<file path="src/rtl/tick_pkg.sv">
package tick_pkg;
    // Word addresses
    localparam logic [1:0] ADDR_CTRL = 2'd0;
    localparam logic [1:0] ADDR_LOAD = 2'd1;
    localparam logic [1:0] ADDR_CUR  = 2'd2;
    localparam logic [1:0] ADDR_CAL  = 2'd3;

    // Control word bit positions
    localparam int BIT_EN     = 0;
    localparam int BIT_IRQ_EN = 1;
    localparam int BIT_CLKSEL = 2;
    localparam int BIT_FLAG   = 16;

    // Calibration word bit positions
    localparam int BIT_SKEW  = 30;
    localparam int BIT_NOREF = 31;

    typedef enum logic [1:0] {
        ST_OFF  = 2'd0,
        ST_LOAD = 2'd1,
        ST_RUN  = 2'd2
    } tick_state_e;

    typedef struct packed {
        logic en;
        logic irq_en;
        logic clk_sel;
    } tick_ctrl_t;
endpackage

</file>
<file path="src/rtl/tick_regs.sv">
module tick_regs
    import tick_pkg::*;
#(
    parameter int CNT_W  = 24,
    parameter bit NO_REF = 1'b0
) (
    input  logic             clk,
    input  logic             rst_n,
    input  logic             wr_en,
    input  logic             rd_en,
    input  logic [1:0]       addr,
    input  logic [31:0]      wdata,
    input  logic             evt,
    input  logic [CNT_W-1:0] cur_val,
    input  logic [31:0]      calib,
    output tick_ctrl_t       ctrl,
    output logic [CNT_W-1:0] reload,
    output logic             ctrl_wr,
    output logic             cur_wr,
    output logic             flag,
    output logic [31:0]      rdata
);
    localparam int PAD_W = 32 - CNT_W;

    logic en_q;
    logic irq_en_q;
    logic clk_sel_q;
    logic status_rd;

    assign ctrl_wr   = wr_en && (addr == ADDR_CTRL);
    assign cur_wr    = wr_en && (addr == ADDR_CUR);
    assign status_rd = rd_en && (addr == ADDR_CTRL);

    always_ff @(posedge clk or negedge rst_n) begin
        if (!rst_n) begin
            en_q     <= 1'b0;
            irq_en_q <= 1'b0;
            reload   <= '0;
        end else begin
            if (ctrl_wr) begin
                en_q     <= wdata[BIT_EN];
                irq_en_q <= wdata[BIT_IRQ_EN];
            end
            if (wr_en && (addr == ADDR_LOAD)) begin
                reload <= wdata[CNT_W-1:0];
            end
        end
    end

    generate
        if (NO_REF) begin : g_forced_clk
            assign clk_sel_q = 1'b1;
        end else begin : g_free_clk
            always_ff @(posedge clk or negedge rst_n) begin
                if (!rst_n) begin
                    clk_sel_q <= 1'b0;
                end else if (ctrl_wr) begin
                    clk_sel_q <= wdata[BIT_CLKSEL];
                end
            end
        end
    endgenerate

    // Sticky count flag: an expiry beats a clearing read in the same cycle
    always_ff @(posedge clk or negedge rst_n) begin
        if (!rst_n) begin
            flag <= 1'b0;
        end else if (evt) begin
            flag <= 1'b1;
        end else if (cur_wr || status_rd) begin
            flag <= 1'b0;
        end
    end

    assign ctrl = '{en: en_q, irq_en: irq_en_q, clk_sel: clk_sel_q};

    always_comb begin
        rdata = '0;
        if (rd_en) begin
            unique case (addr)
                ADDR_CTRL: begin
                    rdata[BIT_EN]     = en_q;
                    rdata[BIT_IRQ_EN] = irq_en_q;
                    rdata[BIT_CLKSEL] = clk_sel_q;
                    rdata[BIT_FLAG]   = flag;
                end
                ADDR_LOAD: rdata = {{PAD_W{1'b0}}, reload};
                ADDR_CUR:  rdata = {{PAD_W{1'b0}}, cur_val};
                default:   rdata = calib;
            endcase
        end
    end
endmodule

</file>
<file path="src/rtl/tick_fsm.sv">
module tick_fsm
    import tick_pkg::*;
#(
    parameter int CNT_W = 24
) (
    input  logic             clk,
    input  logic             rst_n,
    input  logic             tick,
    input  logic [CNT_W-1:0] reload,
    input  logic             ctrl_wr,
    input  logic             en_wdata,
    input  logic             cur_wr,
    output logic [CNT_W-1:0] cnt,
    output logic             evt,
    output tick_state_e      state
);
    localparam logic [CNT_W-1:0] ONE = CNT_W'(1);

    tick_state_e      state_n;
    logic [CNT_W-1:0] cnt_n;

    // State register
    always_ff @(posedge clk or negedge rst_n) begin
        if (!rst_n) begin
            state <= ST_OFF;
            cnt   <= '0;
        end else begin
            state <= state_n;
            cnt   <= cnt_n;
        end
    end

    // Next state, next count and the expiry event
    always_comb begin
        state_n = state;
        cnt_n   = cnt;
        evt     = 1'b0;
        unique case (state)
            ST_OFF: begin
            end
            ST_LOAD: begin
                if (tick) begin
                    cnt_n   = reload;
                    state_n = (reload != '0) ? ST_RUN : ST_LOAD;
                end
            end
            ST_RUN: begin
                if (tick) begin
                    cnt_n = cnt - ONE;
                    if (cnt == ONE) begin
                        evt     = 1'b1;
                        state_n = ST_LOAD;
                    end
                end
            end
            default: state_n = ST_OFF;
        endcase

        // clear: a write to the current word wins over the tick
        if (cur_wr) begin
            cnt_n   = '0;
            evt     = 1'b0;
            state_n = (state == ST_OFF) ? ST_OFF : ST_LOAD;
        end

        // enable / disable
        if (ctrl_wr) begin
            if (!en_wdata) begin
                state_n = ST_OFF;
            end else if (state == ST_OFF) begin
                state_n = (cnt == '0) ? ST_LOAD : ST_RUN;
            end
        end
    end
endmodule

</file>
<file path="src/rtl/tick_timer.sv">
module tick_timer
    import tick_pkg::*;
#(
    parameter int          CNT_W     = 24,
    parameter logic [23:0] CAL_COUNT = 24'h0,
    parameter bit          SKEW      = 1'b0,
    parameter bit          NO_REF    = 1'b0
) (
    input  logic        clk,
    input  logic        rst_n,
    input  logic        ref_tick,
    input  logic        wr_en,
    input  logic        rd_en,
    input  logic [1:0]  addr,
    input  logic [31:0] wdata,
    output logic [31:0] rdata,
    output logic        irq
);
    localparam int CAL_W = (CNT_W < 24) ? CNT_W : 24;

    tick_ctrl_t       ctrl_w;
    logic [CNT_W-1:0] reload_w;
    logic [CNT_W-1:0] cur_w;
    logic             ctrl_wr_w;
    logic             cur_wr_w;
    logic             flag_w;
    logic             evt_w;
    logic             tick_w;
    logic             en_w;
    logic             irq_en_w;
    logic [31:0]      calib_w;
    tick_state_e      state_w;

    always_comb begin
        calib_w               = '0;
        calib_w[CAL_W-1:0]    = CAL_COUNT[CAL_W-1:0];
        calib_w[BIT_SKEW]     = SKEW;
        calib_w[BIT_NOREF]    = NO_REF;
    end

    assign en_w     = ctrl_w.en;
    assign irq_en_w = ctrl_w.irq_en;
    assign tick_w   = ctrl_w.clk_sel ? 1'b1 : ref_tick;

    tick_regs #(
        .CNT_W  (CNT_W),
        .NO_REF (NO_REF)
    ) u_regs (
        .clk     (clk),
        .rst_n   (rst_n),
        .wr_en   (wr_en),
        .rd_en   (rd_en),
        .addr    (addr),
        .wdata   (wdata),
        .evt     (evt_w),
        .cur_val (cur_w),
        .calib   (calib_w),
        .ctrl    (ctrl_w),
        .reload  (reload_w),
        .ctrl_wr (ctrl_wr_w),
        .cur_wr  (cur_wr_w),
        .flag    (flag_w),
        .rdata   (rdata)
    );

    tick_fsm #(
        .CNT_W (CNT_W)
    ) u_fsm (
        .clk      (clk),
        .rst_n    (rst_n),
        .tick     (tick_w),
        .reload   (reload_w),
        .ctrl_wr  (ctrl_wr_w),
        .en_wdata (wdata[BIT_EN]),
        .cur_wr   (cur_wr_w),
        .cnt      (cur_w),
        .evt      (evt_w),
        .state    (state_w)
    );

    always_ff @(posedge clk or negedge rst_n) begin
        if (!rst_n) begin
            irq <= 1'b0;
        end else begin
            irq <= evt_w && irq_en_w;
        end
    end
endmodule

</file>
<file path="config.mk">
export PLATFORM = sky130hd
export DESIGN_NAME = tick_timer
export DESIGN_NICKNAME = d
export VERILOG_FILES = /design/src/rtl/tick_pkg.sv /design/src/rtl/tick_regs.sv /design/src/rtl/tick_fsm.sv /design/src/rtl/tick_timer.sv
export SDC_FILE = /design/constraint.sdc
export NUM_CORES = 1
export LEC_CHECK = 0
export BUFFER_PORTS_ARGS = -buffer_cell sky130_fd_sc_hd__buf_4
export CAP_MARGIN = 20
export CELL_PAD_IN_SITES_DETAIL_PLACEMENT = 0
export CELL_PAD_IN_SITES_GLOBAL_PLACEMENT = 2
export CORE_MARGIN = 8
export CORE_UTILIZATION = 30
export CTS_BUF_LIST = sky130_fd_sc_hd__clkbuf_4 sky130_fd_sc_hd__clkbuf_8 sky130_fd_sc_hd__clkbuf_16
export CTS_CLUSTER_DIAMETER = 100
export CTS_CLUSTER_SIZE = 8
export DETAILED_ROUTE_END_ITERATION = 12
export PLACE_DENSITY_LB_ADDON = 0.08
export SLEW_MARGIN = 20
export SYNTH_ARGS = -nofsm -noshare
export SYNTH_HDL_FRONTEND = slang
export SYNTH_HIERARCHICAL = 1
export SYNTH_SLANG_ARGS = --single-unit
</file>
<file path="constraint.sdc">
create_clock -name clk -period 2 [get_ports clk]
set_input_delay 0.1 -clock clk [delete_from_list [all_inputs] [get_ports clk]]
set_output_delay 0.1 -clock clk [all_outputs]
set_load 0.03 [all_outputs]
</file>
==> Word-level counts from Yosys, hierarchy flattened <==
Cells that the tools add are included.
{ "totals": {"regBits": 55, "input_bits": 39, "out_inout_bits": 33, "elab_cells": 56} }
{ "classes": {"addsub": 1, "n_eq_ne": 7, "mux": 27, "n_reduce_logical": 13} }
{ "op_table": {"columns": ["cell", "n"], "rows": [
  ["24-bit two-way mux", 3],
  ["24-bit case mux with 2 select lines", 1],
  ["32-bit two-way mux", 1],
  ["13-bit case mux with 2 select lines", 1],
  ["24-bit by 1-bit equality test with 1-bit output (second input constant)", 1],
  ["24-bit zero test", 1],
  ["24-bit nonzero test", 1],
  ["24-bit by 1-bit subtractor with 24-bit output (second input constant)", 1],
  ["2-bit two-way mux", 9],
  ["7-bit case mux with 2 select lines", 1],
  ["3-bit case mux with 3 select lines", 1],
  ["1-bit two-way mux", 8],
  ["3-bit != test (second input constant)", 2],
  ["2-bit case mux with 3 select lines", 1],
  ["1-bit logical AND", 5],
  ["2-bit by 1-bit equality test with 1-bit output (second input constant)", 2],
  ["2-bit equality test (second input constant)", 2],
  ["2-bit zero test", 2],
  ["1-bit case mux with 3 select lines", 1],
  ["3-bit AND reduction", 1],
  ["3-bit nonzero test", 1],
  ["2-bit nonzero test", 1],
  ["1-bit logical OR", 1]
]} }

==> Logic depth before layout (Yosys ltp) <==
Gate-level depths: netlist of run 1.
{ "logic_depth": {"ltp_word": 8, "mapped_depth": 9} }

==> Modules after synthesis <==
The synthesis of run 1 kept the hierarchy.
{ "modules_own_cells": {"columns": ["mod", "n_inst", "cells_per_inst", "area_each_um2", "seq_area_each_um2"], "rows": [
  ["tick_regs", 1, 164, 1899.3, 700.7],
  ["tick_fsm", 1, 236, 1888.1, 650.6],
  ["tick_timer", 1, 4, 41.3, 25.0]
]} }

==> Worst setup path before layout of run 1 <==
OpenSTA, ideal clock, no wires.
{ "synth_timing": {"path_kind": "flip-flop to flip-flop", "startpoint": "reg u_fsm.cnt[13]", "endpoint": "reg u_regs.flag", "arrival_time_ps": 2084, "setup_slack_ps": -161, "stages_incl_launch_ff": 8, "cell_sequence": "dfrtp_1 > or4_4 > or3_1 > buf_6 > nor4_4 > and3_1 > nor2_1 > a21oi_1"} }
{ "synth_between": {"elab_chain_cells": 6, "elab_cells_between_ends": 7, "classes_between": "1 x eq/ne; 5 x mux; 1 x reduce/logical"} }
{ "synth_rtl": {"columns": ["item", "line", "rtl"], "rows": [
  ["start, declared", "tick_fsm.sv:13", "output logic [CNT_W-1:0] cnt,"],
  ["start signal, assigned", "tick_fsm.sv:29", "cnt <= cnt_n;"],
  ["24-bit by 1-bit equality test with 1-bit output (*)", "tick_fsm.sv:50", "if (cnt == ONE) begin"],
  ["1-bit two-way mux (*)", "tick_fsm.sv:50", null],
  ["1-bit two-way mux (*)", "tick_fsm.sv:48", "if (tick) begin"],
  ["1-bit two-way mux (*)", "tick_fsm.sv:38", "unique case (state)"],
  ["1-bit two-way mux (*)", "tick_fsm.sv:60", "if (cur_wr) begin"],
  ["net evt_w", "tick_timer.sv:27", "logic evt_w;"],
  ["1-bit two-way mux or 2-bit nonzero test (tied branches)", null, null],
  ["end signal, assigned", "tick_regs.sv:67", "flag <= 1'b0;"],
  ["end signal, assigned", "tick_regs.sv:69", "flag <= 1'b1;"],
  ["end signal, assigned", "tick_regs.sv:71", "flag <= 1'b0;"],
  ["end, declared", "tick_regs.sv:20", "output logic flag,"]
]} }
The timed path passes the listed nets; every way through them passes the cells marked *.
A chain may end at the register's enable or synchronous reset.

==> Final worst setup path of run 1 <==
{ "layout_timing": {"startpoint": "reg u_fsm.cnt[16]", "endpoint": "reg u_regs.flag"} }
Same word-level chain as after synthesis.

==> flow_metrics.tcl, run 1 <==
set metrics [dict create \
    status "finished with violations" \
    violations "negative setup slack" \
    post-place-ws_ns -0.202 \
    place.port_buffers 55 \
    min_period_ns 2.11 \
    internal_power_mw 3.63 \
    grt_use_total_pct 16.0 \
    finalSetupViolations 9 \
    swShare_pct 42.4 \
    drive_gt1_share_pct 33.4 \
    drt_iter0_drc 152 \
    crit_path_max_fanout 6 \
    hp-start "wdata[23]" \
    clock_latency_ns 0.31 \
    worst-setup-path-type "flip-flop to flip-flop" \
    numCtsBuffers 5 \
    p_clk_share_pct 15.5 \
    routabilityCongestion 0.821 \
    drt-wirelength-per-cell_microns 18.1 \
    clk_path_buf_depth 2 \
    ir_worst_vdd_v 0.000425 \
    area_growth_pct 34.0 \
    cts_root_buf "clkbuf_16" \
    fill_cells 1317 \
    maxSlewViolCount 0 \
    core_sq_um 12500 \
    clock_sinks 55 \
    hold_viol_final 0 \
    worst_setup_path_start_kind "flip-flop" \
    grt_pass1_wl_microns 20600 \
    netlist_instances 403 \
    r2r-start "u_fsm/cnt[16]" \
    clk_pin_slew_ns 0.07 \
    antenna_found_initial 0 \
    r2r_slack_ns -0.11 \
    synth.avg_cell_area_sq_um 9.48 \
    fp.dieH_microns 129 \
    postLayoutSetupSlackWorst_ns -0.113 \
    drc 0 \
    ant_nets 0 \
    cp-end-kind "flip-flop" \
    tritoncts "built" \
    hp-class "primary input to flip-flop" \
    seq_power_share_pct 27.6 \
    relSlewSlack_pct 47.9 \
    rsz0062_at_grt "true" \
    clock_skew_ns 0.00670 \
    die_w_microns 129 \
    period_share_pct 106 \
    multiInputGateArea_sq_um 2420 \
    hold_slack_ns 0.0146 \
    overflow 0 \
    first_pass_iters 4 \
    num-nets-final 574 \
    p_sw_mw 2.67 \
    dieArea_sq_um 16600 \
    crit_required_ns 2.25 \
    comb_power_share_pct 56.9 \
    vias 3514 \
    yosys_warnings 6 \
    grt_pass1_vias 3790 \
    cp.arrival_ns 2.36 \
    antennaDiodeCount 0 \
    tightest_slew_ns 0.781 \
    cts.htree.levels 2 \
    fmax_ghz 0.473 \
    power.density_nw_per_um2 1230 \
    hpwl_microns 9420 \
    synthesis.area_sq_um 3820 \
    maxCapViolations 0 \
    viasPerCell 4.98 \
    num_io_pins 72 \
    wl_microns 12800 \
    final_core_util_pct 40.9 \
    tns_ns -0.430 \
    leakagePower_nw 2.36 \
    critPathLaunch "u_fsm/cnt[16]" \
    grt_max_degree 56 \
    start_util_pct 30.5 \
    seq_area_sq_um 1380 \
    rows 41 \
]
[sequential cells by signal (all words and copies together), names as in the netlist]
register,flops
irq,1
u_regs/flag,1
u_fsm/cnt,24
u_regs/reload,24
u_regs/en_q,1
u_regs/clk_sel_q,1
u_fsm/state,2
u_regs/irq_en_q,1
[final cells by class]
| cell class | count | share of cell area, % |
|---|---|---|
| Timing Repair Buffer | 120 | 18.0 |
| Multi-Input combinational cell | 344 | 47.3 |
| Inverter | 6 | 0.440 |
| Sequential cell | 55 | 26.9 |
| Tap cell | 172 | 4.20 |
| Clock buffer | 8 | 3.13 |
[through the flow]
step	instance area, sq um	std cells	power (mW)
after detailed placement	4840	689	5.10
after CTS	5050	701	6.18
after floorplan	3950	434	3.71
after global routing	5120	705	6.79
final	5120	705	6.30
after global placement	4840	689	5.10
[cells in the final DEF, fill, tap and decap left out, drive strengths merged, types with 6 or more instances in the layout]
cell type / count
dfrtp: 55
a21oi: 45
nor2: 23
o21ai: 34
nor4: 13
nand2: 28
inv: 6
mux2: 28
mux2i: 28
buf: 118
clkbuf: 8
conb: 32
and2: 11
o22ai: 7
nor3: 10
a211oi: 20
[power groups by stage]
stage	Combinational [mW]	Sequential, mW	Clock (mW)
floorplan	1.98	1.73	0
global placement	3.34	1.76	0
detailed placement	3.34	1.76	0
CTS	3.41	1.74	1.03
global route	3.95	1.79	1.05
finish	3.58	1.74	0.980
[per-layer routing]
metal  vias up  part of all wire, %  wire length, microns  global-route usage [%]
li1       1727                    -                     -                       -
met3         9                  4.8                   611                    3.48
met1      1707                   46                  5830                    20.2
met2        71                   48                  6160                    27.0
met5         -                    0                     0                       0
met4         0                  1.2                   159                    4.49
[path summary, 6_finish.rpt]
path	to	cells after the start
max reg2reg	u_regs/flag	6
min in group asynchronous	u_regs/reload[3]	2
max	u_regs/flag	6
min	u_regs/reload[23]	2
min reg2reg	u_regs/flag	2
max in group asynchronous	u_fsm/cnt[20]	2
[critical path: stages (launching register included)]
cell and delay (ns):
dfrtp_1 0.38, or4_4 0.54, or3_4 0.45, nor4_4 0.26, and3_4 0.27, nor2_2 0.04, a21oi_2 0.11
[repair_timing]
action                                  in CTS  in global routing
setup buffers                                2                  4
hold buffers                                 2                  0
hold endpoints to repair                    56                  0
endpoints found under the setup margin      10                 11
gates resized for setup                     10                 12
pin swaps                                    4                  6
Note: power is estimated with default switching activity, not from simulation.
==> inputs of run 2 (changes only) <==
Settings changed: CTS_BUF_LIST sky130_fd_sc_hd__clkbuf_4 sky130_fd_sc_hd__clkbuf_8 sky130_fd_sc_hd__clkbuf_16 to sky130_fd_sc_hd__clkbuf_4 sky130_fd_sc_hd__clkbuf_8.
==> flow_metrics.tcl, run 2 (synthesized netlist as in run 1, its figures left out) <==
set metrics [dict create \
    cp_num_buf_inv 0 \
    worst-setup-path-type "flip-flop to flip-flop" \
    fp.dieH_microns 129 \
    ant_nets 0 \
    place.port_buffers 55 \
    drt-wirelength-per-cell_microns 17.7 \
    r2r-start "u_fsm/cnt[16]" \
    postLayoutSetupSlackWorst_ns -0.115 \
    clk_pin_slew_ns 0.11 \
    reg_top3 "u_fsm/cnt x24, u_regs/reload x24, u_fsm/state x2" \
    crit_family "simple AND/OR/NAND/NOR gates" \
    clk_path_buf_depth 2 \
    cts.htree.levels 2 \
    hold_viol_final 0 \
    clock_latency_ns 0.34 \
    antenna_found_initial 0 \
    rsz0062_at_grt "true" \
    hpwl_microns 9420 \
    final_common_cell "buf_4" \
    area_growth_pct 38.6 \
    critPathLaunch "u_fsm/cnt[16]" \
    worst_setup_path_start_kind "flip-flop" \
    vias 3586 \
    grt_pass1_vias 3854 \
    cp.depth 6 \
    post-place-ws_ns -0.202 \
    fill_cells 1302 \
    overflow 0 \
    dieArea_sq_um 16600 \
    fmax_ghz 0.473 \
    grt_pass1_wl_microns 20800 \
    ir_worst_vdd_v 0.000424 \
    clock_sinks 55 \
    grt_max_degree 56 \
    maxCapViolations 0 \
    power.density_nw_per_um2 1150 \
    crit_path_end "u_regs/flag" \
    drive_gt1_share_pct 32.0 \
    min_period_ns 2.12 \
    r2r-end "u_regs/flag" \
    critPathMaxStageDelay_ns 0.54 \
    grt_use_total_pct 16.1 \
    violations "negative setup slack" \
    r2r_cells 6 \
    antennaDiodeCount 0 \
    num_io_pins 72 \
    tritoncts "built" \
    r2r_slack_ns -0.12 \
    layout_common_cells "buf_4, dfrtp_1, a21oi_1" \
    tns_ns -0.436 \
    cp-end-kind "flip-flop" \
    cts_root_buf "clkbuf_8" \
    routabilityCongestion 0.821 \
    leakagePower_nw 2.43 \
    numCtsBuffers 5 \
    status "finished with violations" \
    crit_required_ns 2.28 \
    clock_skew_ns 0.00975 \
    num-nets-final 598 \
    viasPerCell 4.92 \
    hp-class "primary input to flip-flop" \
    first_pass_iters 4 \
    cp_slowest_cell "or4_4" \
    core_sq_um 12500 \
    worstPathCellList "or4_4, or3_4, nor4_4, and3_4, nor2_2, a21oi_2" \
    rows 41 \
    drt_iter0_drc 149 \
    finalSetupViolations 9 \
    relSlewSlack_pct 48.5 \
    wl_microns 12900 \
    tightest_slew_ns 0.773 \
    die_w_microns 129 \
    period_share_pct 106 \
    maxSlewViolCount 0 \
    start_util_pct 30.5 \
    crit_path_max_fanout 6 \
    cp.arrival_ns 2.39 \
    drc 0 \
]
## run 2: cell count changes in the layout (fill, tap and decap cells not counted)
cell	before	now
o21ai_1	7	8
nand3_2	1	0
buf_4	116	117
clkbuf_8	2	7
o21ai_0	25	24
clkbuf_16	5	0
dlygate4sd3_1	2	25
nand3_1	3	4
## run 2: stage by stage
step / instances / cell area (sq um) / util [%] / hold WS, ns / total power [mW]
floorplan: 434 / 3950 / - / -0.196 / 3.71
global placement: 689 / 4840 / 38.6 / 0.247 / 5.10
global route: 729 / 5300 / 42.3 / 0.102 / 6.57
CTS: 724 / 5230 / 41.8 / 0.0961 / 5.96
detailed placement: 689 / 4840 / 38.6 / 0.239 / 5.10
finish: 729 / 5300 / 42.3 / 0.112 / 6.09
## run 2: worst reg2reg max path, stage by stage, from the launching register on
cell and delay, ns:
dfrtp_1 0.39, or4_4 0.54, or3_4 0.46, nor4_4 0.26, and3_4 0.27, nor2_2 0.04, a21oi_2 0.11
## run 2: routing by layer
layer	GRT usage, %	wire length, microns
met1	20.4	6000
met2	27.2	6200
met3	3.43	552
met4	3.66	118
met5	0	0
## run 2: how the worst min path moves through the flow
stage | depth (start not counted) | startpoint | end | slack (ns)
5_1_grt | 3 | rd_en | u_regs/flag | 0.10
3_5_place_dp | 1 | rst_n | u_regs/reload[4] | 0.24
4_1_cts | 3 | rd_en | u_regs/flag | 0.1
2_1_floorplan | 0 | rst_n | irq | -0.20
3_3_place_gp | 1 | rst_n | u_regs/reload[3] | 0.25
6_report | 3 | rd_en | u_regs/flag | 0.11
## run 2: power breakdown
part	internal, mW	total [mW]	switching, mW
Clock	0.331	0.736	0.405
Combinational	1.69	3.62	1.93
Sequential	1.42	1.74	0.316
## run 2: cell type report
class	count	area (sq um)	share of cell area (%)
inverters	6	22.5	0.425
clock buffers	8	104	1.96
flip-flops and latches	55	1380	26.0
multi-input cells	344	2420	45.7
well taps	172	215	4.06
repair buffers	144	1160	21.9
## run 2: timing repair
action	4_1_cts	5_1_grt
setup endpoints to repair	10	11
hold endpoints to repair	82	0
setup buffers	2	5
hold buffers	25	0
resized for setup	10	12
pin swaps	4	6
==> inputs of run 3 (changes only) <==
Settings changed: CORE_UTILIZATION 30 to 32.
==> flow_metrics.tcl, run 3 (synthesized netlist as in run 1, its figures left out) <==
set metrics [dict create \
    status "finished with violations" \
    violations "negative setup slack" \
    min_to "u_regs/flag" \
    place_inst 662 \
    grt_use_total_pct 16.9 \
    relSlewSlack_pct 50.1 \
    period_share_pct 105 \
    post_dp_cell_area_sq_um 4790 \
    worst-setup-path-type "flip-flop to flip-flop" \
    dieArea_sq_um 15700 \
    min_period_ns 2.10 \
    post-place-ws_ns -0.150 \
    clk_path_buf_depth 2 \
    area_growth_pct 38.0 \
    first_pass_iters 4 \
    tightest_slew_ns 0.749 \
    fp.dieH_microns 125 \
    final_common_cell "buf_4" \
    num-nets-final 592 \
    postLayoutSetupSlackWorst_ns -0.102 \
    clock_skew_ns 0.0112 \
    hpwl_microns 9610 \
    worst_setup_path_start_kind "flip-flop" \
    tritoncts "built" \
    cp-end-kind "flip-flop" \
    whs_path_depth 3 \
    rows 40 \
    p_clk_share_pct 13.4 \
    seq_power_share_pct 29.2 \
    fin_cells 698 \
    grt_pass1_vias 3749 \
    crit_family "simple AND/OR/NAND/NOR gates" \
    p_sw_mw 2.71 \
    fill_cells 1186 \
    fmax_ghz 0.476 \
    ant_nets 0 \
    overflow 0 \
    r2r-end "u_regs/flag" \
    hold_viol_final 0 \
    clk_pin_slew_ns 0.11 \
    start_util_pct 32.4 \
    wl_microns 13100 \
    reg_top3 "u_fsm/cnt x24, u_regs/reload x24, u_fsm/state x2" \
    ir_worst_vdd_v 0.000455 \
    clock_latency_ns 0.34 \
    maxCapViolations 0 \
    viasPerCell 5.22 \
    swShare_pct 44.0 \
    num_io_pins 72 \
    routabilityCongestion 0.867 \
    total_power_mw 6.16 \
    power.density_nw_per_um2 1170 \
    hp-class "primary input to flip-flop" \
    finalSetupViolations 6 \
    cts.htree.levels 2 \
    worstPathCellList "or4_4, or3_4, nor4_4, and3_4, nor2_1, a21oi_1" \
    internal_power_mw 3.45 \
    r2r_slack_ns -0.10 \
    drive_gt1_share_pct 31.9 \
    critPathMaxStageDelay_ns 0.53 \
    hp-start "rd_en" \
    comb_power_share_pct 57.5 \
    clock_sinks 55 \
    r2r_cells 6 \
    tns_ns -0.376 \
    layout_common_cells "buf_4, dfrtp_1, a21oi_1" \
    drc 0 \
    cp.arrival_ns 2.37 \
    drt_iter0_drc 142 \
    numCtsBuffers 5 \
    vias 3644 \
    drt-wirelength-per-cell_microns 18.8 \
    leakagePower_nw 2.42 \
    cts_root_buf "clkbuf_8" \
    cp_slowest_cell "or4_4" \
    core_sq_um 11800 \
    antennaDiodeCount 0 \
    die_w_microns 125 \
    r2r-start "u_fsm/cnt[16]" \
    maxSlewViolCount 0 \
    design_area_sq_um 5270 \
    grt_pass1_wl_microns 21000 \
    grt_max_degree 56 \
    antenna_found_initial 0 \
    place.port_buffers 55 \
    crit_required_ns 2.27 \
    crit_path_max_fanout 3 \
    rsz0062_at_grt "true" \
    cp_num_buf_inv 0 \
]
[run 3: cell type report]
| class | instances | area [sq um] | area share, % |
|---|---|---|---|
| Clock inverter | 2 | 35.0 | 0.664 |
| Clock buffer | 6 | 82.6 | 1.57 |
| Inverter | 6 | 22.5 | 0.427 |
| Multi-Input combinational cell | 344 | 2460 | 46.6 |
| Sequential cell | 55 | 1380 | 26.1 |
| Timing Repair Buffer | 138 | 1110 | 21.1 |
| Tap cell | 147 | 184 | 3.49 |
[run 3: power by group through the flow]
stage	clock (mW)	sequential, mW	combinational (mW)
detailed placement	0	1.80	3.29
floorplan	0	1.73	1.98
global route	0.884	1.85	3.87
CTS	0.853	1.79	3.39
global placement	0	1.80	3.29
finish	0.823	1.80	3.54
[run 3: worst max-delay path by stage]
stage | slack (ns) | depth (start not counted) | startpoint | end
2_1_floorplan | -0.07 | 7 | u_fsm/cnt[13] | u_regs/flag
3_3_place_gp | -0.11 | 5 | u_fsm/cnt[16] | u_fsm/cnt[19]
3_5_place_dp | -0.15 | 5 | u_fsm/cnt[16] | u_fsm/cnt[19]
4_1_cts | -0.1 | 6 | u_fsm/cnt[16] | u_regs/flag
5_1_grt | -0.16 | 6 | u_fsm/cnt[16] | u_regs/flag
6_report | -0.10 | 6 | u_fsm/cnt[16] | u_regs/flag
[run 3: stage by stage]
step / hold slack [ns] / utilization, %
2_1_floorplan: -0.196 / -
3_3_place_gp: 0.223 / 40.6
3_5_place_dp: 0.233 / 40.6
4_1_cts: 0.0837 / 43.9
5_1_grt: 0.0948 / 44.6
6_report: 0.0970 / 44.6
[run 3: tightest hold or removal path, stage by stage]
cell and delay [ns]:
buf_4 0.11, mux2_2 0.14, a21oi_1 0.06
[run 3: layer usage]
metal  part of all wire, %  global-route usage (%)  vias to the layer above  routed length [microns]
met3                   5.3                    4.12                       21                      694
met5                     0                       0                        -                        0
met2                    46                    27.8                      115                     6090
met1                    46                    21.3                     1739                     6040
li1                      -                       -                     1769                        -
met4                   2.4                    5.87                        0                      309
[run 3: timing repair]
item                                    CTS  global route
pin swaps                                 2            11
hold endpoints to repair                 82             0
setup buffers                             0             4
endpoints found under the setup margin    9            11
hold buffers                             25             0
resized for setup                         9            19
